**src/rtl/rtc_pkg.sv**
```systemverilog
package rtc_pkg;

  localparam int TXN_EDGES = 16;
  localparam int PH_W      = $clog2(TXN_EDGES + 1);
  localparam int RAM_WORDS = 32;
  localparam int RAM_AW    = $clog2(RAM_WORDS);

  localparam logic [7:0] CMD_STATUS_RD = 8'h30;
  localparam logic [7:0] CMD_CTRL_RD   = 8'h31;
  localparam logic [7:0] CMD_STATUS_WR = 8'hB1;
  localparam logic [7:0] CMD_RAM_WR    = 8'h80;

  typedef struct packed {
    logic        latchRead;
    logic [7:0]  nextCmd;
    logic        shiftVal;
    logic        drive;
    logic [2:0]  bitSel;
    logic        commit;
    logic        clear;
    logic [7:0]  cmd;
  } strobeT;

  typedef struct packed {
    logic [7:0] sec;
    logic [7:0] min;
    logic [7:0] hour;
    logic [7:0] day;
    logic [7:0] mon;
    logic [7:0] year;
  } timeT;

  function automatic logic isWrite(input logic [7:0] c);
    return (c[7:5] == 3'b100) || (c == CMD_STATUS_WR);
  endfunction

endpackage

```
**src/rtl/rtc_ctrl.sv**
```systemverilog
module rtc_ctrl
  import rtc_pkg::*;
(
  input  logic   clk,
  input  logic   rstN,
  input  logic   sel,
  input  logic   sclk,
  input  logic   sdi,
  output strobeT strb
);

  logic            sclkD;
  logic [PH_W-1:0] phase;
  logic [7:0]      cmd;
  logic            commitQ;
  logic            fall;
  logic [7:0]      nextCmd;
  logic            done;

  assign fall    = sclkD & ~sclk;
  assign nextCmd = {cmd[6:0], sdi};
  assign done    = (phase == PH_W'(TXN_EDGES));

  always_ff @(posedge clk) begin
    if (!rstN) begin
      sclkD   <= 1'b0;
      phase   <= '0;
      cmd     <= '0;
      commitQ <= 1'b0;
    end else begin
      sclkD   <= sclk;
      commitQ <= sel && fall && (phase == PH_W'(TXN_EDGES - 1)) && isWrite(cmd);
      if (!sel) begin
        phase <= '0;
        cmd   <= '0;
      end else if (fall && !done) begin
        phase <= phase + 1'b1;
        if (phase < PH_W'(8)) cmd <= nextCmd;
      end
    end
  end

  always_comb begin
    strb           = '0;
    strb.nextCmd   = nextCmd;
    strb.cmd       = cmd;
    strb.clear     = !sel;
    strb.latchRead = sel && fall && (phase == PH_W'(7)) && !isWrite(nextCmd);
    strb.shiftVal  = sel && fall && (phase >= PH_W'(8)) && !done && isWrite(cmd);
    strb.drive     = sel && (phase >= PH_W'(8)) && !done && !isWrite(cmd);
    strb.bitSel    = ~phase[2:0];
    strb.commit    = commitQ && sel;
  end

  a_r9_phase_cap: assert property (@(posedge clk) disable iff (!rstN)
    phase <= PH_W'(TXN_EDGES));

  a_r8_desel_clears: assert property (@(posedge clk) disable iff (!rstN)
    !sel |=> (phase == '0) && (cmd == '0));

  a_r2_phase_step: assert property (@(posedge clk) disable iff (!rstN)
    (sel && fall && !done) |=> (phase == $past(phase) + 1'b1));

endmodule

```
**src/rtl/rtc_calendar.sv**
```systemverilog
module rtc_calendar
  import rtc_pkg::*;
#(
  parameter logic [7:0] INIT_SEC  = 8'h00,
  parameter logic [7:0] INIT_MIN  = 8'h00,
  parameter logic [7:0] INIT_HOUR = 8'h00,
  parameter logic [7:0] INIT_DAY  = 8'h01,
  parameter logic [7:0] INIT_MON  = 8'h01,
  parameter logic [7:0] INIT_YEAR = 8'h00
)(
  input  logic clk,
  input  logic rstN,
  input  logic tick,
  output timeT now
);

  timeT       cur;
  logic [6:0] yearBin;
  logic       leap;
  logic [7:0] lastDay;

  function automatic logic [7:0] bcdInc(input logic [7:0] v);
    return (v[3:0] == 4'd9) ? {v[7:4] + 4'd1, 4'd0} : v + 8'd1;
  endfunction

  assign yearBin = 7'(cur.year[7:4]) * 7'd10 + 7'(cur.year[3:0]);
  assign leap    = (yearBin[1:0] == 2'b00);

  always_comb begin
    case (cur.mon)
      8'h02:                      lastDay = leap ? 8'h29 : 8'h28;
      8'h04, 8'h06, 8'h09, 8'h11: lastDay = 8'h30;
      default:                    lastDay = 8'h31;
    endcase
  end

  always_ff @(posedge clk) begin
    if (!rstN) begin
      cur <= '{sec: INIT_SEC, min: INIT_MIN, hour: INIT_HOUR,
               day: INIT_DAY, mon: INIT_MON, year: INIT_YEAR};
    end else if (tick) begin
      cur.sec <= (cur.sec == 8'h59) ? 8'h00 : bcdInc(cur.sec);
      if (cur.sec == 8'h59) begin
        cur.min <= (cur.min == 8'h59) ? 8'h00 : bcdInc(cur.min);
        if (cur.min == 8'h59) begin
          cur.hour <= (cur.hour == 8'h23) ? 8'h00 : bcdInc(cur.hour);
          if (cur.hour == 8'h23) begin
            cur.day <= (cur.day == lastDay) ? 8'h01 : bcdInc(cur.day);
            if (cur.day == lastDay) begin
              cur.mon <= (cur.mon == 8'h12) ? 8'h01 : bcdInc(cur.mon);
              if (cur.mon == 8'h12)
                cur.year <= (cur.year == 8'h99) ? 8'h00 : bcdInc(cur.year);
            end
          end
        end
      end
    end
  end

  assign now = cur;

  a_r10_time_range: assert property (@(posedge clk) disable iff (!rstN)
    (cur.sec <= 8'h59) && (cur.sec[3:0] <= 4'd9) &&
    (cur.min <= 8'h59) && (cur.min[3:0] <= 4'd9) && (cur.hour <= 8'h23));

  a_r11_date_range: assert property (@(posedge clk) disable iff (!rstN)
    (cur.day >= 8'h01) && (cur.day <= 8'h31) &&
    (cur.mon >= 8'h01) && (cur.mon <= 8'h12));

  a_r10_tick_moves: assert property (@(posedge clk) disable iff (!rstN)
    tick |=> (cur.sec != $past(cur.sec)));

  a_r10_hold: assert property (@(posedge clk) disable iff (!rstN)
    !tick |=> $stable(cur));

endmodule

```
**src/rtl/rtc_datapath.sv**
```systemverilog
module rtc_datapath
  import rtc_pkg::*;
#(
  parameter logic [7:0] STATUS_RST = 8'h00,
  parameter logic [7:0] CTRL_RST   = 8'h00
)(
  input  logic   clk,
  input  logic   rstN,
  input  logic   sdi,
  input  strobeT strb,
  input  timeT   now,
  output logic   sdo,
  output logic   pwrIrq
);

  logic [7:0] ram [RAM_WORDS];
  logic [7:0] status;
  logic [7:0] control;
  logic [7:0] val;
  logic [7:0] ret;
  logic [7:0] lookup;

  always_comb begin
    lookup = 8'h00;
    if (strb.nextCmd[7:5] == 3'b000) begin
      lookup = ram[strb.nextCmd[RAM_AW-1:0]];
    end else begin
      case (strb.nextCmd)
        8'h20:         lookup = now.sec;
        8'h21:         lookup = now.min;
        8'h22:         lookup = now.hour;
        8'h24:         lookup = now.day;
        8'h25:         lookup = now.mon;
        8'h26:         lookup = now.year;
        CMD_STATUS_RD: lookup = status;
        CMD_CTRL_RD:   lookup = control;
        default:       lookup = 8'h00;
      endcase
    end
  end

  always_ff @(posedge clk) begin
    if (strb.commit && (strb.cmd[7:5] == CMD_RAM_WR[7:5]))
      ram[strb.cmd[RAM_AW-1:0]] <= val;
  end

  always_ff @(posedge clk) begin
    if (!rstN) begin
      status  <= STATUS_RST;
      control <= CTRL_RST;
      pwrIrq  <= 1'b1;
      val     <= '0;
      ret     <= '0;
    end else begin
      if (strb.clear)          val <= '0;
      else if (strb.shiftVal)  val <= {val[6:0], sdi};
      if (strb.latchRead)      ret <= lookup;
      if (strb.commit && (strb.cmd == CMD_STATUS_WR) && val[2]) begin
        status <= status & ~8'h18;
        pwrIrq <= 1'b0;
      end
    end
  end

  assign sdo = strb.drive & ret[strb.bitSel];

  a_r7_irq_no_rise: assert property (@(posedge clk) disable iff (!rstN)
    !$rose(pwrIrq));

  a_r7_irq_status: assert property (@(posedge clk) disable iff (!rstN)
    !pwrIrq |-> ((status & 8'h18) == 8'h00));

  a_r12_ctrl_fixed: assert property (@(posedge clk) disable iff (!rstN)
    $stable(control));

endmodule

```
**src/rtl/rtc_serial_slave.sv**
```systemverilog
module rtc_serial_slave
  import rtc_pkg::*;
#(
  parameter logic [7:0] STATUS_RST = 8'h00,
  parameter logic [7:0] CTRL_RST   = 8'h00,
  parameter logic [7:0] INIT_SEC   = 8'h00,
  parameter logic [7:0] INIT_MIN   = 8'h00,
  parameter logic [7:0] INIT_HOUR  = 8'h00,
  parameter logic [7:0] INIT_DAY   = 8'h01,
  parameter logic [7:0] INIT_MON   = 8'h01,
  parameter logic [7:0] INIT_YEAR  = 8'h00
)(
  input  logic clk,
  input  logic rstN,
  input  logic sel,
  input  logic sclk,
  input  logic sdi,
  input  logic secTick,
  output logic sdo,
  output logic pwrIrq
);

  strobeT strb;
  timeT   now;

  rtc_ctrl u_ctrl (
    .clk  (clk),
    .rstN (rstN),
    .sel  (sel),
    .sclk (sclk),
    .sdi  (sdi),
    .strb (strb)
  );

  rtc_calendar #(
    .INIT_SEC (INIT_SEC),  .INIT_MIN (INIT_MIN), .INIT_HOUR (INIT_HOUR),
    .INIT_DAY (INIT_DAY),  .INIT_MON (INIT_MON), .INIT_YEAR (INIT_YEAR)
  ) u_cal (
    .clk  (clk),
    .rstN (rstN),
    .tick (secTick),
    .now  (now)
  );

  rtc_datapath #(
    .STATUS_RST (STATUS_RST),
    .CTRL_RST   (CTRL_RST)
  ) u_dp (
    .clk    (clk),
    .rstN   (rstN),
    .sdi    (sdi),
    .strb   (strb),
    .now    (now),
    .sdo    (sdo),
    .pwrIrq (pwrIrq)
  );

endmodule

```
**config.mk**
```make
export PLATFORM = sky130hd
export DESIGN_NAME = rtc_serial_slave
export DESIGN_NICKNAME = d
export VERILOG_FILES = /design/src/rtl/rtc_pkg.sv /design/src/rtl/rtc_ctrl.sv /design/src/rtl/rtc_calendar.sv /design/src/rtl/rtc_datapath.sv /design/src/rtl/rtc_serial_slave.sv
export SDC_FILE = /design/constraint.sdc
export NUM_CORES = 1
export LEC_CHECK = 0
export ABC_AREA = 1
export BUFFER_PORTS_ARGS = -buffer_cell sky130_fd_sc_hd__buf_2
export CORE_MARGIN = 2
export CORE_UTILIZATION = 45
export CTS_CLUSTER_DIAMETER = 100
export DETAILED_ROUTE_END_ITERATION = 12
export HOLD_SLACK_MARGIN = 0.08
export PLACE_DENSITY_LB_ADDON = 0.05
export SYNTH_ARGS = -nofsm -noshare
export SYNTH_HDL_FRONTEND = slang
export SYNTH_SLANG_ARGS = --single-unit
```
**constraint.sdc**
```tcl
create_clock -name clk -period 2.43 [get_ports clk]
set_input_delay 0 -clock clk [delete_from_list [all_inputs] [get_ports clk]]
set_output_delay 0 -clock clk [all_outputs]
set_load 0.03 [all_outputs]
```
==> summary.md, run 1 <==
| Metric | Value |
|---|---|
| Critical path peak fanout | `10` |
| Clock transition at path regs | `0.05 ns` |
| Area leader, netlist | `edfxtp_1` |
| Clock power share | `45.4%` |
| Main area contributors after synthesis | `edfxtp_1 52%, dfxtp_1 11%, nand2_1 5.3%` |
| ANT nets after route | `0` |
| Initial Util | `45.4%` |
| CTS tree | `yes` |
| Cell area after synthesis | `0.0147 mm^2` |
| Actual slew at the worst max-slew pin | `0.640 ns` |
| Clock latency on the worst-skew pair | `approximately 0.53 ns` |
| Slowest stage delay, CP | `0.35 ns` |
| CP endpoint kind | `register` |
| Post-CTS Hold Buffers | `5` |
| Dpl cell area | `0.0155 mm^2` |
| Worst hold path type | `in2reg` |
| Max-cap viol count | `0` |
| Setup ws final | `0.251 ns` |
| Routed len/inst | `19.8 um` |
| Clock sink count | `between 300 and 400` |
| Int Power | `0.00942 W` |
| Hpwl dp | `25200 um` |
| Post-Syn Instances | `1423` |
| Num CTS Buffers | `38` |
| Final Cycle Share | `between 80% and 90%` |
| WP data arrival | `~2.6 ns` |
| P&R area growth vs syn | `14.3%` |
| Achievable Freq | `459 MHz` |
| Largest net degree at the start of global routing | `54` |
| H-tree depth | `2` |
| Sw power | `between 0.002 and 0.003 W` |
| Syn_area_per_cell | `between 10 and 15 um^2` |
| Antenna violations before repair | `0` |
| RSZ-0062 raised after global routing | `no` |
| WS Path Type | `reg2reg` |
| DIE HEIGHT | `185 um` |
| GRT Total Usage | `23.2%` |
| Crit-path cells | `inv_1 > ha_1 > inv_1 > nor2_1 > nand2_1 > nand2_1 > nand3_1 > nor2_1 > nand3_2 > nor2_8 > nand2_4 > nand2_2 > o21ai_0` |
| Yosys top cell area share | `between 50 and 60%` |
| DR vias | `10500` |
| Crit path max-delay cell type | `dfxtp_1` |
| # resized after CTS | `0` |
| First drt pass iteration count | `5` |
| Leak | `5.99 nW` |
| Largest delay share family, worst path | `simple AND/OR/NAND/NOR gates` |
| Final core occ | `around 52%` |
| Floorplan core area | `roughly 0.032 mm^2` |
| P per Cell Area | `712 mW/mm^2` |
| IO buf count | `7` |
| DRC errors left | `0` |
| DIE WIDTH | `185 um` |
| Post-CTS Setup Repair Bufs | `0` |
| Worst EP required | `about 2.8 ns` |
| Finished Cell Area | `0.0168 mm^2` |
| First-pass GRT wire length | `59500 um` |
| Overflow after GRT | `0` |
| Ratio of cells with drive above 1 in the final layout | `9.93%` |
| Slew headroom | `57.2%` |
| Final net count | `1515` |
| Die area | `~0.034 mm^2` |
| Worst VDD drop | `0.563 mV` |
| Period minus WS final | `2.18 ns` |
| Most frequent cells in the layout | `256 x edfxtp_1, 207 x nand2_1, 192 x nor2_1` |
| Routed WL | `~39000 um` |
| Startpoint types | `register` |
| Synth unique cells | `42` |
| Syn Nets | `1454` |
| Fin Setup TNS | `0 ns` |
| Final setup viols | `0` |
| #FFs+latches synth | `336` |
| Final GP Congestion | `0.876` |
| Combinational power share | `3.4%` |
| Max clock buf depth | `3` |
| Switching Fraction | `a little over a fifth` |
| # IOs | `8` |
| Initial DRC Count | `958` |
| Seq/Total Area, Yosys | `63.3%` |
| Clock skew | `0.0237 ns` |
| Row cnt | `66` |
| Reg power frac | `between 50% and 60%` |
| # diodes | `0` |
| Synth warn | `0` |
| Status | `finished clean` |
| Fin. Hold Viols | `0` |
| Pre-CTS WS | `0.318 ns` |
| Number of buffers and inverters on the critical path | `2` |
| Commonest non-fill, non-tap cell in the layout | `edfxtp_1` |
| Via density | `5.38` |
| Count of final max-slew check failures | `0` |
| CTS root buffer | `clkbuf_16` |
| Vias in the first global route | `10200` |
-- metrics by stage --
stage | power, W | hold WS [ns] | instances
2_1_floorplan | 0.00648 | 0.0935 | 1423
3_3_place_gp | 0.00663 | 0.197 | 1881
4_1_cts | 0.0120 | 0.121 | 1952
6_report | 0.0119 | 0.122 | 1952
5_1_grt | 0.0123 | 0.165 | 1952
3_5_place_dp | 0.00663 | 0.215 | 1881
-- power by group through the flow --
stage	logic, W	registers [W]	clock network (W)
after floorplan	0.000248	0.00623	0
after global placement	0.000403	0.00623	0
after detailed placement	0.000403	0.00623	0
after CTS	0.000409	0.00611	0.00552
after global routing	0.000448	0.00611	0.00572
final	0.000407	0.00611	0.00542
-- flip-flops by register name, summed over array words and instances (netlist names) --
signal          count
u_dp.val            8
u_ctrl.phase        5
u_dp.pwrIrq         1
u_cal.now          48
u_dp.ret            8
u_ctrl.commitQ      1
u_dp.ram          256
u_ctrl.sclkD        1
u_ctrl.cmd          8
-- area by class of cell --
| type | count | area, um^2 |
|---|---|---|
| fillers | 2915 | 15500 |
| repair buffers | 78 | 631 |
| clock inverters | 10 | 118 |
| clock buffers | 56 | 1050 |
| flip-flops and latches | 336 | 9290 |
| inverters | 115 | 434 |
| well taps | 442 | 553 |
| multi-input cells | 915 | 4690 |
-- kinds of logic (layout without fill, tap and decap cells) --
family	Yosys count	count (layout)	share of synthesized area, %
DFF	336	336	63.3
AOI/OAI and AO/OA	326	326	12.6
adders and majority gates	25	25	2.13
xor gates and xnor gates	11	11	0.657
and+or+nand+nor	553	553	16.5
buffers and inverters	172	259	4.74
-- Yosys cell counts, drive strengths merged --
master / instances
nand4: 20
a211oi: 4
a32oi: 1
o2111ai: 11
edfxtp: 256
nand2: 212
inv: 113
dfxtp: 80
buf: 26
a31oi: 2
nor3b: 10
o41ai: 1
o22ai: 17
nor4: 2
o21ai: 156
nand3: 88
o32ai: 1
a21oi: 79
ha: 25
clkbuf: 31
a22oi: 24
clkinv: 2
xor2: 11
nor3: 17
nor2: 204
o21a: 1
o211ai: 26
a221oi: 1
o31ai: 2
-- final timing paths --
| path | startpoint | endpoint | slack (ns) | cells past startpoint |
|---|---|---|---|---|
| max | u_cal.now[13] | u_cal.now[1] | 0.25 | 13 |
| min | sel | u_dp.val[3] | 0.12 | 5 |
| max reg2reg | u_cal.now[13] | u_cal.now[1] | 0.25 | 13 |
| min reg2reg | u_cal.now[41] | u_cal.now[41] | 0.49 | 2 |
-- per-layer routing --
| layer | track usage, % | share of wire (%) | vias to the layer above |
|---|---|---|---|
| met2 | 39.9 | 50 | 260 |
| met5 | 0 | 0 | - |
| met1 | 30.3 | 43 | 5025 |
| met4 | 7.49 | 2.7 | 0 |
| li1 | - | - | 5150 |
| met3 | 3.42 | 5.0 | 59 |
-- worst register-to-register path: stages, from the launching register on --
cell     delay (ns)
dfxtp_1        0.35
inv_1          0.16
ha_1           0.21
inv_1          0.05
nor2_1         0.17
nand2_1        0.10
nand2_1        0.08
nand3_1        0.08
nor2_1         0.17
nand3_2        0.14
nor2_8         0.19
nand2_4        0.12
nand2_2        0.14
o21ai_0        0.09
(Power assumes the default switching activity.)
==> run 2: changes to the inputs <==
--- a/config.mk
+++ b/config.mk
@@ -13,6 +13,7 @@
 export DETAILED_ROUTE_END_ITERATION = 12
 export HOLD_SLACK_MARGIN = 0.08
 export PLACE_DENSITY_LB_ADDON = 0.05
+export SLEW_MARGIN = 20
 export SYNTH_ARGS = -nofsm -noshare
 export SYNTH_HDL_FRONTEND = slang
 export SYNTH_SLANG_ARGS = --single-unit
==> constraint.sdc (replaced) <==
create_clock -name clk -period 2.43 [get_ports clk]
set_input_delay 0 -clock clk [delete_from_list [all_inputs] [get_ports clk]]
set_output_delay 0 -clock clk [all_outputs]
set_load 0.1 [all_outputs]
==> run 2 against run 1 <==
  * Worst hold slack better by 0.21 ns
  * Clock-buffer cell count is 7 lower
  * Cell count is 0.20% higher
  * First-iteration DRC count is 5.2% lower
  * Clock power is 6.3% higher
  * Clock skew is 0.0096 ns lower
  * Setup slack worse by 0.13 ns
  * Core utilization is 0.52 points higher
  * Non-clock buffer count is 1 higher
  * Via count is 2.1% higher
  * Critical path depth is 7 lower
  * Global-route usage is 0.72 points higher
  * Largest cell class unchanged
==> summary.md, run 2 (same netlist as run 1, synthesis figures left out) <==
| Metric | Value |
|---|---|
| CTS tree | `yes (unchanged)` |
| Ratio of cells with drive above 1 in the final layout | `10.8% (was 9.93%)` |
| Worst EP required | `2.43 ns (was 2.83 ns)` |
| # diodes | `0 (unchanged)` |
| First drt pass iteration count | `5 (unchanged)` |
| Final Power | `0.0123 W (was 0.0119 W)` |
| Routed len/inst | `20.4 um (was 19.8 um)` |
| P per Cell Area | `726 mW/mm^2 (was 712 mW/mm^2)` |
| Register area | `0.00929 mm^2 (unchanged)` |
| WP data arrival | `2.30 ns (was 2.57 ns)` |
| Largest register FFs | `256 (unchanged)` |
| Max-cap viol count | `0 (unchanged)` |
| # IOs | `8 (unchanged)` |
| Combinational power share | `3.4% (about the same)` |
| Sw power | `0.00259 W (was 0.00251 W)` |
| Reg power frac | `49.7% (was 51.2%)` |
| Int Power | `0.00969 W (was 0.00942 W)` |
| IO buf count | `7 (unchanged)` |
| Max clock buf depth | `3 (unchanged)` |
| Floorplan core area | `0.0323 mm^2 (unchanged)` |
| DIE HEIGHT | `185 um (unchanged)` |
| Clock sink count | `336 (unchanged)` |
| Worst hold path type | `in2reg (unchanged)` |
| RSZ-0062 raised after global routing | `no (unchanged)` |
| Slew headroom | `40.3% (was 57.2%)` |
| Die area | `0.0340 mm^2 (unchanged)` |
| Startpoint types | `register (unchanged)` |
| DRC errors left | `0 (unchanged)` |
| Via density | `5.48 (was 5.38)` |
| CP endpoint kind | `output port (was register)` |
| Row cnt | `66 (unchanged)` |
| Post-CTS Setup Repair Bufs | `0 (unchanged)` |
| DR vias | `10700 (was 10500)` |
| P&R area growth vs syn | `15.5% (was 14.3%)` |
| Overflow after GRT | `0 (unchanged)` |
| ANT nets after route | `0 (unchanged)` |
| Critical path peak fanout | `16 (was 10)` |
| Fin. Hold Viols | `0 (unchanged)` |
| Achievable Freq | `434 MHz (was 459 MHz)` |
| Fin Setup TNS | `0 ns (unchanged)` |
| DIE WIDTH | `185 um (unchanged)` |
| Multi-input gate area | `0.00470 mm^2 (was 0.00469 mm^2)` |
| Final GP Congestion | `0.939 (was 0.876)` |
| Routed WL | `40000 um (was 38700 um)` |
| Switching Fraction | `21.1% (was 21.0%)` |
| Clock transition at path regs | `0.06 ns (was 0.05 ns)` |
| Leak | `6.07 nW (was 5.99 nW)` |
| Layout fillers | `2904 (was 2915)` |
| Period minus WS final | `2.30 ns (was 2.18 ns)` |
| Final setup viols | `0 (unchanged)` |
| Clock latency on the worst-skew pair | `0.54 ns (was 0.53 ns)` |
| Commonest non-fill, non-tap cell in the layout | `edfxtp_1 (unchanged)` |
| First-pass GRT wire length | `61300 um (was 59500 um)` |
| Hpwl dp | `25900 um (was 25200 um)` |
| Count of final max-slew check failures | `0 (unchanged)` |
| WS Path Type | `reg2out (was reg2reg)` |
| Final core occ | `52.4% (was 51.9%)` |
| Actual slew at the worst max-slew pin | `0.894 ns (was 0.640 ns)` |
| Status | `finished clean (unchanged)` |
| Most frequent cells in the layout | `256 x edfxtp_1, 206 x nand2_1, 191 x nor2_1 (was 256 x edfxtp_1, 207 x nand2_1, 192 x nor2_1)` |
| GRT Total Usage | `23.9% (was 23.2%)` |
| Clock power share | `46.9% (was 45.4%)` |
| H-tree depth | `2 (unchanged)` |
| Num CTS Buffers | `38 (unchanged)` |
| CTS root buffer | `clkbuf_16 (unchanged)` |
| Worst VDD drop | `0.752 mV (was 0.563 mV)` |
| Initial Util | `45.4% (unchanged)` |
| Largest net degree at the start of global routing | `46 (was 54)` |
| Final net count | `1516 (was 1515)` |
| Clock skew | `0.0141 ns (was 0.0237 ns)` |
| Final Cycle Share | `94.8% (was 89.7%)` |
| Antenna violations before repair | `0 (unchanged)` |
| Initial DRC Count | `908 (was 958)` |
| Vias in the first global route | `10200 (about the same)` |
[run 2: repair_timing]
action                                 4_1_cts  5_1_grt
setup endpoints to repair                    0        5
hold buffers                                 6        0
endpoints found under the hold margin       23        0
gates resized for setup                      0        5
[run 2: cell type report]
| type | count | share of cell area (%) |
|---|---|---|
| repair buffers | 79 | 4.09 |
| well taps | 442 | 3.27 |
| multi-input cells | 915 | 27.8 |
| clock inverters | 20 | 1.27 |
| flip-flops and latches | 336 | 54.9 |
| inverters | 115 | 2.56 |
| clock buffers | 49 | 6.16 |
[run 2: per-stage QoR]
stage / instances / hold slack [ns] / setup slack [ns] / instance area (um^2)
2_1_floorplan: 1423 / 0.0935 / 0.296 / 14700
3_5_place_dp: 1881 / 0.213 / 0.161 / 15600
4_1_cts: 1956 / 0.327 / 0.00871 / 16900
6_report: 1956 / 0.335 / 0.126 / 16900
5_1_grt: 1956 / 0.365 / 0.0251 / 16900
3_3_place_gp: 1881 / 0.198 / 0.229 / 15600
[run 2: path summary, 6_finish.rpt]
| check | start | cells after the start | endpoint | slack, ns |
|---|---|---|---|---|
| min | sclk | 5 | u_ctrl.commitQ | 0.34 |
| max reg2reg | u_ctrl.phase[1] | 10 | u_dp.ret[1] | 0.25 |
| max | u_ctrl.cmd[3] | 6 | sdo | 0.13 |
| min reg2reg | u_dp.pwrIrq | 2 | u_dp.pwrIrq | 0.46 |
[run 2: power groups by stage]
stage          registers (W)  logic [W]  clock network (W)
2_1_floorplan        0.00623   0.000249                  0
3_5_place_dp         0.00623   0.000411                  0
5_1_grt              0.00611   0.000459            0.00609
3_3_place_gp         0.00623   0.000411                  0
6_report             0.00611   0.000418            0.00576
4_1_cts              0.00611   0.000420            0.00586
[run 2: per-layer routing]
layer  up-vias  wire [um]  GRT usage, %
li1       5146          -             -
met1      5213      17500          32.5
met2       288      19200          39.6
met3        67       2060          3.24
met4         0       1190          8.03
met5         -          0             0
[run 2: critical path: stages (launching register included)]
cell	delay, ns
dfxtp_1	0.60
inv_2	0.06
buf_4	0.22
nand4_1	0.22
nand2_1	0.12
nor3_2	0.19
clkbuf_4	0.36
==> run 3: changes to the inputs <==
--- a/config.mk
+++ b/config.mk
@@ -7,8 +7,10 @@
 export LEC_CHECK = 0
 export ABC_AREA = 1
 export BUFFER_PORTS_ARGS = -buffer_cell sky130_fd_sc_hd__buf_2
+export CELL_PAD_IN_SITES_DETAIL_PLACEMENT = 2
+export CELL_PAD_IN_SITES_GLOBAL_PLACEMENT = 2
 export CORE_MARGIN = 2
-export CORE_UTILIZATION = 45
+export CORE_UTILIZATION = 42
 export CTS_CLUSTER_DIAMETER = 100
 export DETAILED_ROUTE_END_ITERATION = 12
 export HOLD_SLACK_MARGIN = 0.08
==> constraint.sdc (replaced) <==
create_clock -name clk -period 2.43 [get_ports clk]
set_input_delay 0 -clock clk [delete_from_list [all_inputs] [get_ports clk]]
set_output_delay 0 -clock clk [all_outputs]
set_load 0.02 [all_outputs]
==> run 3 against run 2 <==
  * Global-route usage up 4.4 points
  * Core utilization shrank 2.9 points
  * Cell count up 1.8%
  * Wire length increased by 25%
  * Clock skew rose by 0.0054 ns
  * Sequential power about the same
  * Non-clock buffer count rose by 20
  * Critical path depth grew 1
  * First-iteration DRC count decreased by 25%
  * Clock-buffer cell count is 4 lower
==> summary.md, run 3 (same netlist as run 1, synthesis figures left out) <==
| Metric | Value |
|---|---|
| Ratio of cells with drive above 1 in the final layout | `11.9% (was 10.8%)` |
| Max-cap viol count | `0 (unchanged)` |
| Final Cycle Share | `92.6% (was 94.8%)` |
| Commonest non-fill, non-tap cell in the layout | `edfxtp_1 (unchanged)` |
| Critical path peak fanout | `7 (was 16)` |
| Row cnt | `68 (was 66)` |
| ANT nets after route | `0 (unchanged)` |
| Slowest stage delay, CP | `0.34 ns (was 0.60 ns)` |
| IO buf count | `7 (unchanged)` |
| CTS tree | `yes (unchanged)` |
| Switching Fraction | `22.3% (was 21.1%)` |
| Num CTS Buffers | `39 (was 38)` |
| Overflow after GRT | `0 (unchanged)` |
| P per Cell Area | `729 mW/mm^2 (was 726 mW/mm^2)` |
| Worst VDD drop | `0.650 mV (was 0.752 mV)` |
| Fin. Hold Viols | `0 (unchanged)` |
| CTS root buffer | `clkbuf_16 (unchanged)` |
| Via density | `5.70 (was 5.48)` |
| CP endpoint kind | `output port (unchanged)` |
| Hpwl dp | `33400 um (was 25900 um)` |
| H-tree depth | `2 (unchanged)` |
| Routed WL | `50000 um (was 40000 um)` |
| Dpl cell area | `0.0157 mm^2 (was 0.0156 mm^2)` |
| Clock skew | `0.0195 ns (was 0.0141 ns)` |
| Initial DRC Count | `680 (was 908)` |
| Int Power | `0.00966 W (was 0.00969 W)` |
| Layout fillers | `3553 (was 2904)` |
| Startpoint types | `register (unchanged)` |
| Max clock buf depth | `3 (unchanged)` |
| Crit-path cells | `buf_4 > inv_1 > nor3_1 > nand4_1 > nand2_1 > nor3_1 > buf_2 (was inv_2 > buf_4 > nand4_1 > nand2_1 > nor3_2 > clkbuf_4)` |
| Finished Cell Area | `0.0171 mm^2 (was 0.0169 mm^2)` |
| Worst EP required | `2.43 ns (about the same)` |
| # diodes | `0 (unchanged)` |
| DR vias | `11400 (was 10700)` |
| Final setup viols | `0 (unchanged)` |
| Combinational power share | `3.7% (was 3.4%)` |
| Achievable Freq | `445 MHz (was 434 MHz)` |
| DIE WIDTH | `191 um (was 185 um)` |
| DRC errors left | `0 (unchanged)` |
| Leak | `6.16 nW (was 6.07 nW)` |
| Largest register FFs | `256 (unchanged)` |
| GRT Total Usage | `28.3% (was 23.9%)` |
| Count of final max-slew check failures | `0 (unchanged)` |
| Largest net degree at the start of global routing | `46 (unchanged)` |
| Vias in the first global route | `12400 (was 10200)` |
| # IOs | `8 (unchanged)` |
| Final net count | `1537 (was 1516)` |
| Most frequent cells in the layout | `256 x edfxtp_1, 207 x nand2_1, 189 x nor2_1 (was 256 x edfxtp_1, 206 x nand2_1, 191 x nor2_1)` |
| Die area | `0.0364 mm^2 (was 0.0340 mm^2)` |
| Initial Util | `42.6% (was 45.4%)` |
| Reg power frac | `49.1% (was 49.7%)` |
| Period minus WS final | `2.25 ns (was 2.30 ns)` |
| Actual slew at the worst max-slew pin | `0.730 ns (was 0.894 ns)` |
| Slew headroom | `51.3% (was 40.3%)` |
| P&R area growth vs syn | `16.5% (was 15.5%)` |
| WP data arrival | `2.25 ns (was 2.30 ns)` |
| WS Path Type | `reg2out (unchanged)` |
| First-pass GRT wire length | `76200 um (was 61300 um)` |
| Antenna violations before repair | `0 (unchanged)` |
| Fin Setup TNS | `0 ns (unchanged)` |
| Routed len/inst | `25.1 um (was 20.4 um)` |
| Number of buffers and inverters on the critical path | `3 (unchanged)` |
| R2R Setup Slk | `0.23 ns (was 0.25 ns)` |
| Final GP Congestion | `0.826 (was 0.939)` |
| Clock transition at path regs | `0.06 ns (about the same)` |
| Clock latency on the worst-skew pair | `0.57 ns (was 0.54 ns)` |
| Crit path max-delay cell type | `nor3_1 (was dfxtp_1)` |
| Largest delay share family, worst path | `simple AND/OR/NAND/NOR gates (was buffers and inverters)` |
| Clock sink count | `336 (unchanged)` |
| Sw power | `0.00278 W (was 0.00259 W)` |
| DIE HEIGHT | `191 um (was 185 um)` |
| Worst hold path type | `in2reg (unchanged)` |
| Floorplan core area | `0.0345 mm^2 (was 0.0323 mm^2)` |
| Status | `finished clean (unchanged)` |
| RSZ-0062 raised after global routing | `no (unchanged)` |
| Crit path top cell by count | `nor3_1` |
| First drt pass iteration count | `5 (unchanged)` |
| Clock power share | `47.2% (was 46.9%)` |
run 3: worst register-to-register path, delay by kind of cell, from the launching register on:
| family | cells | cell delay [ns] |
|---|---|---|
| and+or+nand+nor | 3 | 0.53 |
| buffers and inverters | 1 | 0.35 |
| AOI/OAI and AO/OA | 3 | 0.86 |
| DFF | 1 | 0.38 |
run 3: power by group through the flow:
stage          sequential [W]  clock, W  combinational [W]
3_5_place_dp          0.00623         0           0.000447
4_1_cts               0.00611   0.00597           0.000460
2_1_floorplan         0.00623         0           0.000248
3_3_place_gp          0.00623         0           0.000429
5_1_grt               0.00611   0.00619           0.000499
6_report              0.00611   0.00587           0.000461
run 3: final cells by class:
cell class	instances	area [um^2]	area share, %
Clock buffer	45	1010	5.90
Clock inverter	27	264	1.55
Inverter	115	434	2.54
Multi-Input combinational cell	915	4700	27.5
Sequential cell	336	9290	54.4
Tap cell	455	569	3.33
Timing Repair Buffer	99	813	4.76
run 3: through the flow:
step	std cells	hold slack (ns)	setup WS, ns	util (%)	power [W]
after floorplan	1423	0.0935	0.540	-	0.00648
after global routing	1992	0.343	0.0149	49.6	0.0128
after detailed placement	1909	0.219	0.0900	45.6	0.00668
after CTS	1986	0.304	0.0765	49.4	0.0125
after global placement	1909	0.206	0.205	45.6	0.00666
final	1992	0.318	0.181	49.6	0.0124
run 3: repair_timing:
action	4_1_cts	5_1_grt
setup buffers	0	6
hold endpoints to repair	26	0
setup endpoints to repair	0	18
gates resized for setup	0	4
hold buffers	5	0
run 3: layer usage:
metal | track usage [%] | share of wire, % | vias up
met1 | 33.9 | 41 | 5803
met5 | 0 | 0 | -
met3 | 5.12 | 4.4 | 104
met4 | 10.9 | 3.6 | 0
met2 | 50.4 | 51 | 263
li1 | - | - | 5182
run 3: worst paths after layout:
check / from / cells past startpoint / end
setup / recovery: u_ctrl.cmd[4] / 7 / sdo
hold / removal: secTick / 4 / u_cal.now[45]
setup reg to reg: u_ctrl.cmd[0] / 7 / u_dp.ret[6]
hold reg to reg: u_dp.pwrIrq / 2 / u_dp.pwrIrq
